<file path="src/rtl/uart_addr_rx_pkg.sv">
package uart_addr_rx_pkg;

  typedef struct packed {
    logic [7:0] data;
    logic       bit9;
    logic       ferr;
  } rx_char_t;

  typedef enum logic [1:0] {
    ST_IDLE,
    ST_START,
    ST_DATA,
    ST_STOP
  } rx_state_e;

  // Majority of three samples.
  function automatic logic vote3(input logic a, input logic b, input logic c);
    return (a & b) | (a & c) | (b & c);
  endfunction

  // Number of data bits in a frame.
  function automatic logic [3:0] data_bits(input logic nine);
    return nine ? 4'd9 : 4'd8;
  endfunction

  // Address filter: in filtered 9-bit mode only ninth-bit-set characters pass.
  function automatic logic keep_char(input logic nine, input logic adr, input logic b9);
    return !(nine && adr) || b9;
  endfunction

  // The shift register fills from the top, so an 8-bit frame ends one place higher.
  function automatic rx_char_t unpack_shift(input logic [8:0] sh, input logic nine,
                                            input logic ferr);
    rx_char_t c;
    c.data = nine ? sh[7:0] : sh[8:1];
    c.bit9 = nine ? sh[8] : 1'b0;
    c.ferr = ferr;
    return c;
  endfunction

endpackage

</file>
<file path="src/rtl/rx_baud_tick.sv">
module rx_baud_tick #(
  parameter int DIV_W = 12
) (
  input  logic             clk,
  input  logic             rst_n,
  input  logic             restart,
  input  logic [DIV_W-1:0] div,
  output logic             tick
);

  logic [DIV_W-1:0] cnt;

  assign tick = (cnt == div);

  always_ff @(posedge clk or negedge rst_n) begin
    if (!rst_n) begin
      cnt <= '0;
    end else if (restart || tick) begin
      cnt <= '0;
    end else begin
      cnt <= cnt + 1'b1;
    end
  end

endmodule

</file>
<file path="src/rtl/rx_framer.sv">
module rx_framer
  import uart_addr_rx_pkg::*;
#(
  parameter int OVS = 16
) (
  input  logic     clk,
  input  logic     rst_n,
  input  logic     hold,
  input  logic     nine_bit,
  input  logic     rxd,
  input  logic     tick,
  output logic     start_o,
  output logic     done_o,
  output logic     nine_o,
  output rx_char_t char_o
);

  localparam int CW  = (OVS > 1) ? $clog2(OVS) : 1;
  localparam int MID = OVS / 2;
  localparam logic [CW-1:0] S_A  = CW'(MID - 1);
  localparam logic [CW-1:0] S_B  = CW'(MID);
  localparam logic [CW-1:0] S_C  = CW'(MID + 1);
  localparam logic [CW-1:0] LAST = CW'(OVS - 1);

  logic            sync1, sync2, rx_prev;
  rx_state_e       state;
  logic [CW-1:0]   cnt;
  logic [3:0]      bidx;
  logic            smp_a, smp_b;
  logic [8:0]      shreg;
  logic            nine_q;
  logic            ferr_q;
  logic            done_q;
  logic            vote;
  logic            at_vote;
  logic            at_end;

  assign vote    = vote3(smp_a, smp_b, sync2);
  assign at_vote = tick && (cnt == S_C);
  assign at_end  = tick && (cnt == LAST);
  assign start_o = (state == ST_IDLE) && !hold && rx_prev && !sync2;

  always_ff @(posedge clk or negedge rst_n) begin
    if (!rst_n) begin
      sync1   <= 1'b1;
      sync2   <= 1'b1;
      rx_prev <= 1'b1;
    end else begin
      sync1   <= rxd;
      sync2   <= sync1;
      rx_prev <= sync2;
    end
  end

  always_ff @(posedge clk or negedge rst_n) begin
    if (!rst_n) begin
      state  <= ST_IDLE;
      cnt    <= '0;
      bidx   <= '0;
      smp_a  <= 1'b1;
      smp_b  <= 1'b1;
      shreg  <= '0;
      nine_q <= 1'b0;
      ferr_q <= 1'b0;
      done_q <= 1'b0;
    end else begin
      done_q <= 1'b0;
      if (hold) begin
        state <= ST_IDLE;
        cnt   <= '0;
      end else if (state == ST_IDLE) begin
        cnt  <= '0;
        bidx <= '0;
        if (start_o) begin
          state  <= ST_START;
          nine_q <= nine_bit;
        end
      end else begin
        if (tick) begin
          cnt <= at_end ? '0 : cnt + 1'b1;
          if (cnt == S_A) smp_a <= sync2;
          if (cnt == S_B) smp_b <= sync2;
        end
        if (at_vote) begin
          unique case (state)
            ST_START: if (vote) state <= ST_IDLE;
            ST_DATA:  shreg <= {vote, shreg[8:1]};
            ST_STOP: begin
              ferr_q <= !vote;
              done_q <= 1'b1;
              state  <= ST_IDLE;
            end
            default: state <= ST_IDLE;
          endcase
        end
        if (at_end) begin
          if (state == ST_START) begin
            state <= ST_DATA;
          end else if (state == ST_DATA) begin
            bidx <= bidx + 1'b1;
            if (bidx == data_bits(nine_q) - 4'd1) state <= ST_STOP;
          end
        end
      end
    end
  end

  assign done_o = done_q;
  assign nine_o = nine_q;
  assign char_o = unpack_shift(shreg, nine_q, ferr_q);

endmodule

</file>
<file path="src/rtl/rx_char_buf.sv">
module rx_char_buf
  import uart_addr_rx_pkg::*;
#(
  parameter int DEPTH = 2
) (
  input  logic                       clk,
  input  logic                       rst_n,
  input  logic                       push,
  input  rx_char_t                   wr_char,
  input  logic                       pop,
  output rx_char_t                   head,
  output logic                       full,
  output logic                       empty,
  output logic [$clog2(DEPTH+1)-1:0] fill
);

  localparam int PW = (DEPTH > 1) ? $clog2(DEPTH) : 1;
  localparam int FW = $clog2(DEPTH + 1);
  localparam logic [PW-1:0] PMAX = PW'(DEPTH - 1);

  rx_char_t        mem [DEPTH];
  logic [PW-1:0]   wp, rp;
  logic [FW-1:0]   cnt;

  function automatic logic [PW-1:0] next_ptr(input logic [PW-1:0] p);
    return (p == PMAX) ? '0 : p + 1'b1;
  endfunction

  assign full  = (cnt == FW'(DEPTH));
  assign empty = (cnt == '0);
  assign fill  = cnt;
  assign head  = mem[rp];

  generate
    for (genvar i = 0; i < DEPTH; i++) begin : g_slot
      always_ff @(posedge clk or negedge rst_n) begin
        if (!rst_n) begin
          mem[i] <= '0;
        end else if (push && !full && (wp == PW'(i))) begin
          mem[i] <= wr_char;
        end
      end
    end
  endgenerate

  always_ff @(posedge clk or negedge rst_n) begin
    if (!rst_n) begin
      wp  <= '0;
      rp  <= '0;
      cnt <= '0;
    end else begin
      if (push && !full) wp <= next_ptr(wp);
      if (pop && !empty) rp <= next_ptr(rp);
      unique case ({push && !full, pop && !empty})
        2'b10:   cnt <= cnt + 1'b1;
        2'b01:   cnt <= cnt - 1'b1;
        default: cnt <= cnt;
      endcase
    end
  end

endmodule

</file>
<file path="src/rtl/uart_addr_rx.sv">
module uart_addr_rx
  import uart_addr_rx_pkg::*;
#(
  parameter int OVS   = 16,
  parameter int DEPTH = 2,
  parameter int DIV_W = 12
) (
  input  logic             clk,
  input  logic             rst_n,
  input  logic             rx_en,
  input  logic             nine_bit,
  input  logic             addr_det,
  input  logic [DIV_W-1:0] baud_div,
  input  logic             rxd,
  input  logic             rd_en,
  output logic [7:0]       rd_data,
  output logic             rd_bit9,
  output logic             rd_ferr,
  output logic             rx_avail,
  output logic             overrun
);

  localparam int FW = $clog2(DEPTH + 1);

  logic          hold;
  logic          tick;
  logic          start_edge;
  logic          frame_done;
  logic          frame_nine;
  rx_char_t      frame_char;
  logic          frame_keep;
  logic          push;
  logic          drop;
  logic          pop;
  logic          buf_full;
  logic          buf_empty;
  logic [FW-1:0] fill;
  rx_char_t      head;
  logic          ovr_q;

  assign hold = !rx_en || ovr_q;

  rx_baud_tick #(.DIV_W(DIV_W)) u_tick (
    .clk     (clk),
    .rst_n   (rst_n),
    .restart (start_edge),
    .div     (baud_div),
    .tick    (tick)
  );

  rx_framer #(.OVS(OVS)) u_framer (
    .clk      (clk),
    .rst_n    (rst_n),
    .hold     (hold),
    .nine_bit (nine_bit),
    .rxd      (rxd),
    .tick     (tick),
    .start_o  (start_edge),
    .done_o   (frame_done),
    .nine_o   (frame_nine),
    .char_o   (frame_char)
  );

  assign frame_keep = frame_done && keep_char(frame_nine, addr_det, frame_char.bit9);
  assign push       = frame_keep && !buf_full;
  assign drop       = frame_keep && buf_full;
  assign pop        = rd_en && !buf_empty;

  rx_char_buf #(.DEPTH(DEPTH)) u_buf (
    .clk     (clk),
    .rst_n   (rst_n),
    .push    (push),
    .wr_char (frame_char),
    .pop     (pop),
    .head    (head),
    .full    (buf_full),
    .empty   (buf_empty),
    .fill    (fill)
  );

  always_ff @(posedge clk or negedge rst_n) begin
    if (!rst_n) begin
      ovr_q <= 1'b0;
    end else if (!rx_en) begin
      ovr_q <= 1'b0;
    end else if (drop) begin
      ovr_q <= 1'b1;
    end
  end

  assign rd_data  = head.data;
  assign rd_bit9  = head.bit9;
  assign rd_ferr  = head.ferr;
  assign rx_avail = !buf_empty;
  assign overrun  = ovr_q;

endmodule

</file>
<file path="config.mk">
export PLATFORM = sky130hd
export DESIGN_NAME = uart_addr_rx
export DESIGN_NICKNAME = d
export VERILOG_FILES = /design/src/rtl/uart_addr_rx_pkg.sv /design/src/rtl/rx_baud_tick.sv /design/src/rtl/rx_framer.sv /design/src/rtl/rx_char_buf.sv /design/src/rtl/uart_addr_rx.sv
export SDC_FILE = /design/constraint.sdc
export NUM_CORES = 1
export LEC_CHECK = 0
export BUFFER_PORTS_ARGS = -buffer_cell sky130_fd_sc_hd__buf_2
export CAP_MARGIN = 30
export CORE_MARGIN = 2
export CORE_UTILIZATION = 50
export DETAILED_ROUTE_END_ITERATION = 10
export MAX_ROUTING_LAYER = met4
export PLACE_DENSITY_LB_ADDON = 0.05
export SLEW_MARGIN = 15
export SYNTH_ARGS = -nofsm -noshare
export SYNTH_HDL_FRONTEND = slang
export SYNTH_SLANG_ARGS = --single-unit
</file>
<file path="constraint.sdc">
create_clock -name clk -period 4.5 [get_ports clk]
set_clock_uncertainty 0.1 [all_clocks]
set_input_delay 0.675 -clock clk [delete_from_list [all_inputs] [get_ports clk]]
set_output_delay 0.675 -clock clk [all_outputs]
set_load 0.05 [all_outputs]
</file>
==> impl_metrics.ini, run 1 <==
[detailed_routing]
wl_mm = 5.888
ant_nets = 0
dr.pass1.iters = 4
vias = 2180
wire_per_inst_um = 14.09
drt-vias-per-instance = 5.215
drt_iter0_drc = 114
drc = 0

[synthesis]
yosysWarningCount = 0
synth_top_area_cell = dfrtp_1
synth_nets = 332
yosys.area.top_type_share_pct = 45.68
synth-edff-count = 0
synth_area_per_cell_um2 = 10.70
synth_area_leaders = dfrtp_1 46%, xor2_1 4.9%, o21ai_0 4.5%, nand2_1 4.4%, ha_1 4.3%
synthFlopType = dfrtp_1
ys_ff_latch = 64
syn_inst = 302
async_flop_share_pct = 100.0
synth_area_um2 = 3232
yosysUniqueCellTypes = 44
synth_seq_area_share_pct = 49.75

[critical_path]
critical_path_arrival_ps = 2840
crit_path_max_fanout = 11
cp-start-kind = register
end_kind = register
r2r_start = u_tick.cnt[2]
critPathLaunch = u_tick.cnt[2]
critPathKind = reg -> reg
worst-endpoint-required_ps = 4630

[grt]
grt_antenna_before_repair = 0
overflow = 0
grt_pass1_vias = 2223
grt_pass1_wl_mm = 10.45
global_route.usage.total_pct = 19.39
grt_max_degree = 26

[floorplanning]
die_area_um2 = 7123
core_region_area_um2 = 6314
start_util_pct = 51.19
rows = 29
die_y_um = 84.40
pin_count = 31
die_x_um = 84.40

[cts]
clkTransAtPathRegs_ps = 70
cts_resized = 0
clock_latency_ps = 350
ctsHoldBuffers = 0
cts_tree = built
htree_levels = 3
cts_buffers = 9
cts_sinks = 64
post-cts-setup-buffers = 0
clockBufferDepth = 2
cts_root_buf = clkbuf_8

[place]
dp_hpwl_mm = 4.201
place_congestion = 0.8176
dp_cells = 402
portBuffers = 30

[timing]
tns_ps = 0
maxSlewViolCount = 0
fmax_ghz = 0.3685
post-route-period-util_pct = 60.30
rsz0062_at_grt = no
hold_viol_final = 0
setup_viol = 0
worstMarginPinSlew_ps = 651.6
relSlewSlack_pct = 56.56
hold_slack_ps = 222.8
fin_crit_ps = 2713

[layout]
drive_above_1_share_pct = 24.05
finish.utilization_pct = 58.13
fillCellCount = 574
diodes = 0
layoutNonFillerInstCount = 418
syn2layout_area_growth_pct = 13.55
nNetsFinal = 366

[pwr]
irDropWorstVdd_mv = 0.3378
power_density_nw_per_um2 = 367.8
power.leakage_nw = 1.766

[flow_run]
maxCapViolCount = 0

[hold_path]
hp-class = in -> async

[run_status]
run_status = finished clean
layer usage:
layer	up-vias	routed length, um	share of wire [%]	GRT usage, %
li1	1110	-	-	-
met2	48	2793	47	29.65
met1	1012	2754	47	24.24
met5	-	0	0	-
met4	0	104	1.8	8.514
met3	10	236	4.0	5.408
cells in the mapped netlist, types with 3 or more instances:
master	n
inv_1	8
clkbuf_1	8
nor2_1	17
nand2b_1	4
nand3_1	9
a21oi_1	5
mux2i_1	9
or3_1	3
xor2_1	18
dfstp_2	5
nor3_1	3
ha_1	11
nor2b_1	3
and3_1	8
mux2_2	12
nor4_2	3
dfrtp_1	59
o21ai_0	29
or2_2	4
nand2_1	38
mux2_4	9
xnor2_1	9
flip-flops by register name, summed over array words and instances, names as in the netlist, 2 cells and up:
| signal | flops |
|---|---|
| u_buf.fill | 2 |
| u_framer.cnt | 4 |
| u_framer.bidx | 4 |
| u_buf.mem | 20 |
| u_tick.cnt | 12 |
| u_framer.shreg | 9 |
| u_framer.state | 2 |
critical path, cell delays in order (launching register included):
cell and delay, ps:
dfrtp_1 430, xor2_1 170, nor4_2 440, nand3_1 440
nor3_4 660, mux2_4 350
logic make-up after synthesis:
group,after synthesis,share of synthesized area (%)
AND/OR/NAND/NOR,103,16.34
flip-flops,64,49.75
AO/OA/AOI/OAI,47,8.402
multiplexers,31,11.50
XOR/XNOR,27,7.317
buffers and inverters,18,2.129
adder cells (fa/ha/maj),12,4.568
power by group:
part	switching [mW]	total, mW	internal [mW]
combinational	0.0914	0.186	0.0943
sequential	0.0667	0.681	0.615
clock	0.230	0.483	0.253
total	0.388	1.35	0.962
path summary, 6_finish.rpt:
check | end | slack [ps] | cells past startpoint
max | u_framer.shreg[5] | 1790 | 5
min in group clk | u_framer.sync2 | 260 | 0
max reg2reg | u_framer.shreg[5] | 1790 | 5
max in group asynchronous | u_framer.smp_a | 3180 | 3
min reg2reg | u_framer.sync2 | 260 | 0
min | u_buf.rp | 220 | 1
metrics by stage:
| step | area, um2 | setup slack (ps) | power (mW) |
|---|---|---|---|
| 2_1_floorplan | 3232 | 2071 | 0.8231 |
| 3_3_place_gp | 3455 | 1451 | 0.8747 |
| 6_report | 3670 | 1787 | 1.350 |
| 4_1_cts | 3670 | 1718 | 1.370 |
| 5_1_grt | 3670 | 1526 | 1.422 |
| 3_5_place_dp | 3482 | 1405 | 0.8815 |
area by class of cell:
cell class / instances / area (um2) / share of cell area (%)
inverters: 8 / 30.03 / 0.8183
repair buffers: 33 / 192.7 / 5.251
clock buffers: 10 / 127.6 / 3.478
well taps: 77 / 96.34 / 2.625
clock inverters: 6 / 60.06 / 1.637
flip-flops and latches: 64 / 1608 / 43.81
multi-input cells: 220 / 1555 / 42.38
placed cells by master, fill, tap and decap left out, types with 5 or more instances in the layout:
cell      synthesis  routed
dfrtp_1          59      59
nand2_1          38      38
buf_2             1      30
o21ai_0          29      29
xor2_1           18      18
nor2_1           17      17
mux2_2           12      12
ha_1             11      11
nand3_1           9       9
xnor2_1           9       9
mux2i_1           9       9
mux2_4            9       9
clkbuf_8          0       9
inv_1             8       8
and3_1            8       8
a21oi_1           5       5
dfstp_2           5       5
(Power assumes the default switching activity.)
==> run 2, diff against run 1 <==
==> constraint.sdc (replaced) <==
create_clock -name clk -period 2.38 [get_ports clk]
set_clock_uncertainty 0.1 [all_clocks]
set_input_delay 0.357 -clock clk [delete_from_list [all_inputs] [get_ports clk]]
set_output_delay 0.357 -clock clk [all_outputs]
set_load 0.05 [all_outputs]
==> run 2 against run 1 <==
Effect of this change: clock power increased by 110%; via count is 2.3% higher; sequential share of layout area down 1.5 points; critical path depth is 2 higher; cell area rose by 3.6%; total power up 98%; register-to-register slack got worse by 1600 ps; largest power group unchanged.
==> impl_metrics.ini, run 2 (same netlist as run 1, synthesis figures left out) <==
[detailed_routing]
drt-vias-per-instance = 5.162
drt_iter0_drc = 89
dr.pass1.iters = 4
route.met3.wl_um = 177
drc = 0
wire_per_inst_um = 13.32
ant_nets = 0
wl_met2_mm = 2.710
routed.top_layer = met4
wl_mm = 5.756
vias = 2230
wirelength_met1_mm = 2.746

[layout]
nNetsFinal = 380
diodes = 0
largest_reg_flops = 20
final_common_cell = dfrtp_1
regMostFlops = u_buf.mem
finish.utilization_pct = 60.25
post-route-cell-area_um2 = 3804
syn2layout_area_growth_pct = 17.69
drive_above_1_share_pct = 26.76
final_cell_mix = 59 x dfrtp_1, 38 x nand2_1, 30 x buf_2, 29 x o21ai_0, 18 x xor2_1
reg.largest.list = u_buf.mem: 20 flops, u_tick.cnt: 12 flops, u_framer.shreg: 9 flops

[pwr]
power_frac_seq_pct = 47.7
power.switching_uw = 726.6
power_density_nw_per_um2 = 702.3
clkPwrFrac_pct = 38.0
p_int_mw = 1.945
switching_share_pct = 27.20
irDropWorstVdd_mv = 0.7004
p_comb_share_pct = 14.4
power.leakage_nw = 1.846

[floorplanning]
start_util_pct = 51.19
die_x_um = 84.40
die_y_um = 84.40
pin_count = 31
rows = 29
die_area_um2 = 7123
core_region_area_um2 = 6314

[cts]
post-cts-setup-buffers = 0
clock_latency_ps = 330
clockBufferDepth = 2
cts_buffers = 9
cts_tree = built
cts_root_buf = clkbuf_8
cts_resized = 0
cts_sinks = 64
clkTransAtPathRegs_ps = 70
ctsHoldBuffers = 2
htree_levels = 3

[grt]
overflow = 0
grt_antenna_before_repair = 0
grt_pass1_vias = 2214
grt_max_degree = 32
grt_pass1_wl_mm = 9.860
global_route.usage.total_pct = 18.08

[place]
portBuffers = 30
dp_hpwl_mm = 4.149
place_congestion = 0.8653
dpl-instance-area_um2 = 3565

[timing]
fin_crit_ps = 2148
setup_viol = 0
maxSlewViolCount = 0
tns_ps = 0
hold_slack_ps = 145.1
relSlewSlack_pct = 54.59
hold_viol_final = 0
rsz0062_at_grt = no
fmax_ghz = 0.4655
post-route-period-util_pct = 90.25
worstMarginPinSlew_ps = 681.2

[critical_path]
crit_path_max_fanout = 11
critical_path_arrival_ps = 2270
cp-start-kind = register
critPathKind = reg -> reg
end_kind = register
worst-endpoint-required_ps = 2510

[hold_path]
hp-class = in -> reg

[flow_run]
maxCapViolCount = 0

[run_status]
run_status = finished clean
[run 2: cell types whose count changed in the layout (fill, tap and decap cells not counted), sizes merged]
cell         change
buf             +12
dlygate4sd3      +2
bufinv           +1
clkbuf           -1
clkinvlp         -1
inv              +1
[run 2: path summary, 6_finish.rpt]
kind	start	end	slack (ps)	cells after the start
max reg2reg	u_tick.cnt[2]	u_framer.shreg[3]	230	7
min	rx_en	overrun	150	2
min reg2reg	u_framer.sync1	u_framer.sync2	260	0
min in group asynchronous	rst_n	u_buf.fill[1]	490	2
max	u_tick.cnt[2]	u_framer.shreg[3]	230	7
max in group asynchronous	rst_n	u_framer.smp_a	940	3
[run 2: stage by stage]
step           worst slack (ps)  power, mW  instances
2_1_floorplan             220.5      1.556        302
3_3_place_gp              199.4      1.676        414
3_5_place_dp              172.7      1.681        414
4_1_cts                   197.7      2.714        432
5_1_grt                   72.61      2.814        432
6_report                  231.9      2.671        432
[run 2: power by group through the flow]
stage	clock network (mW)	logic, mW	registers (mW)
finish	1.01	0.384	1.27
detailed placement	0	0.387	1.29
floorplan	0	0.312	1.24
global placement	0	0.383	1.29
global route	1.10	0.427	1.29
CTS	1.05	0.392	1.27
[run 2: layout make-up]
class | instances | area, um2
inverter | 8 | 30.03
timing repair buffer | 47 | 295.3
sequential | 64 | 1608
clock buffer | 9 | 123.9
tap | 77 | 96.34
clock inverter | 7 | 95.09
fill | 583 | 2510
multi-input combinational | 220 | 1555
[run 2: routing by layer]
layer  global-route usage [%]  up-vias
met5                        -        -
met4                    8.658        0
met3                    4.031       10
met2                    29.73       36
met1                    21.08     1044
li1                         -     1140
[run 2: critical path, stage by stage, from the launching register on]
cell,delay (ps)
dfrtp_1,440
xor2_1,170
nor4_2,350
nand3_1,110
buf_4,190
nor3_4,220
buf_12,160
mux2_4,300
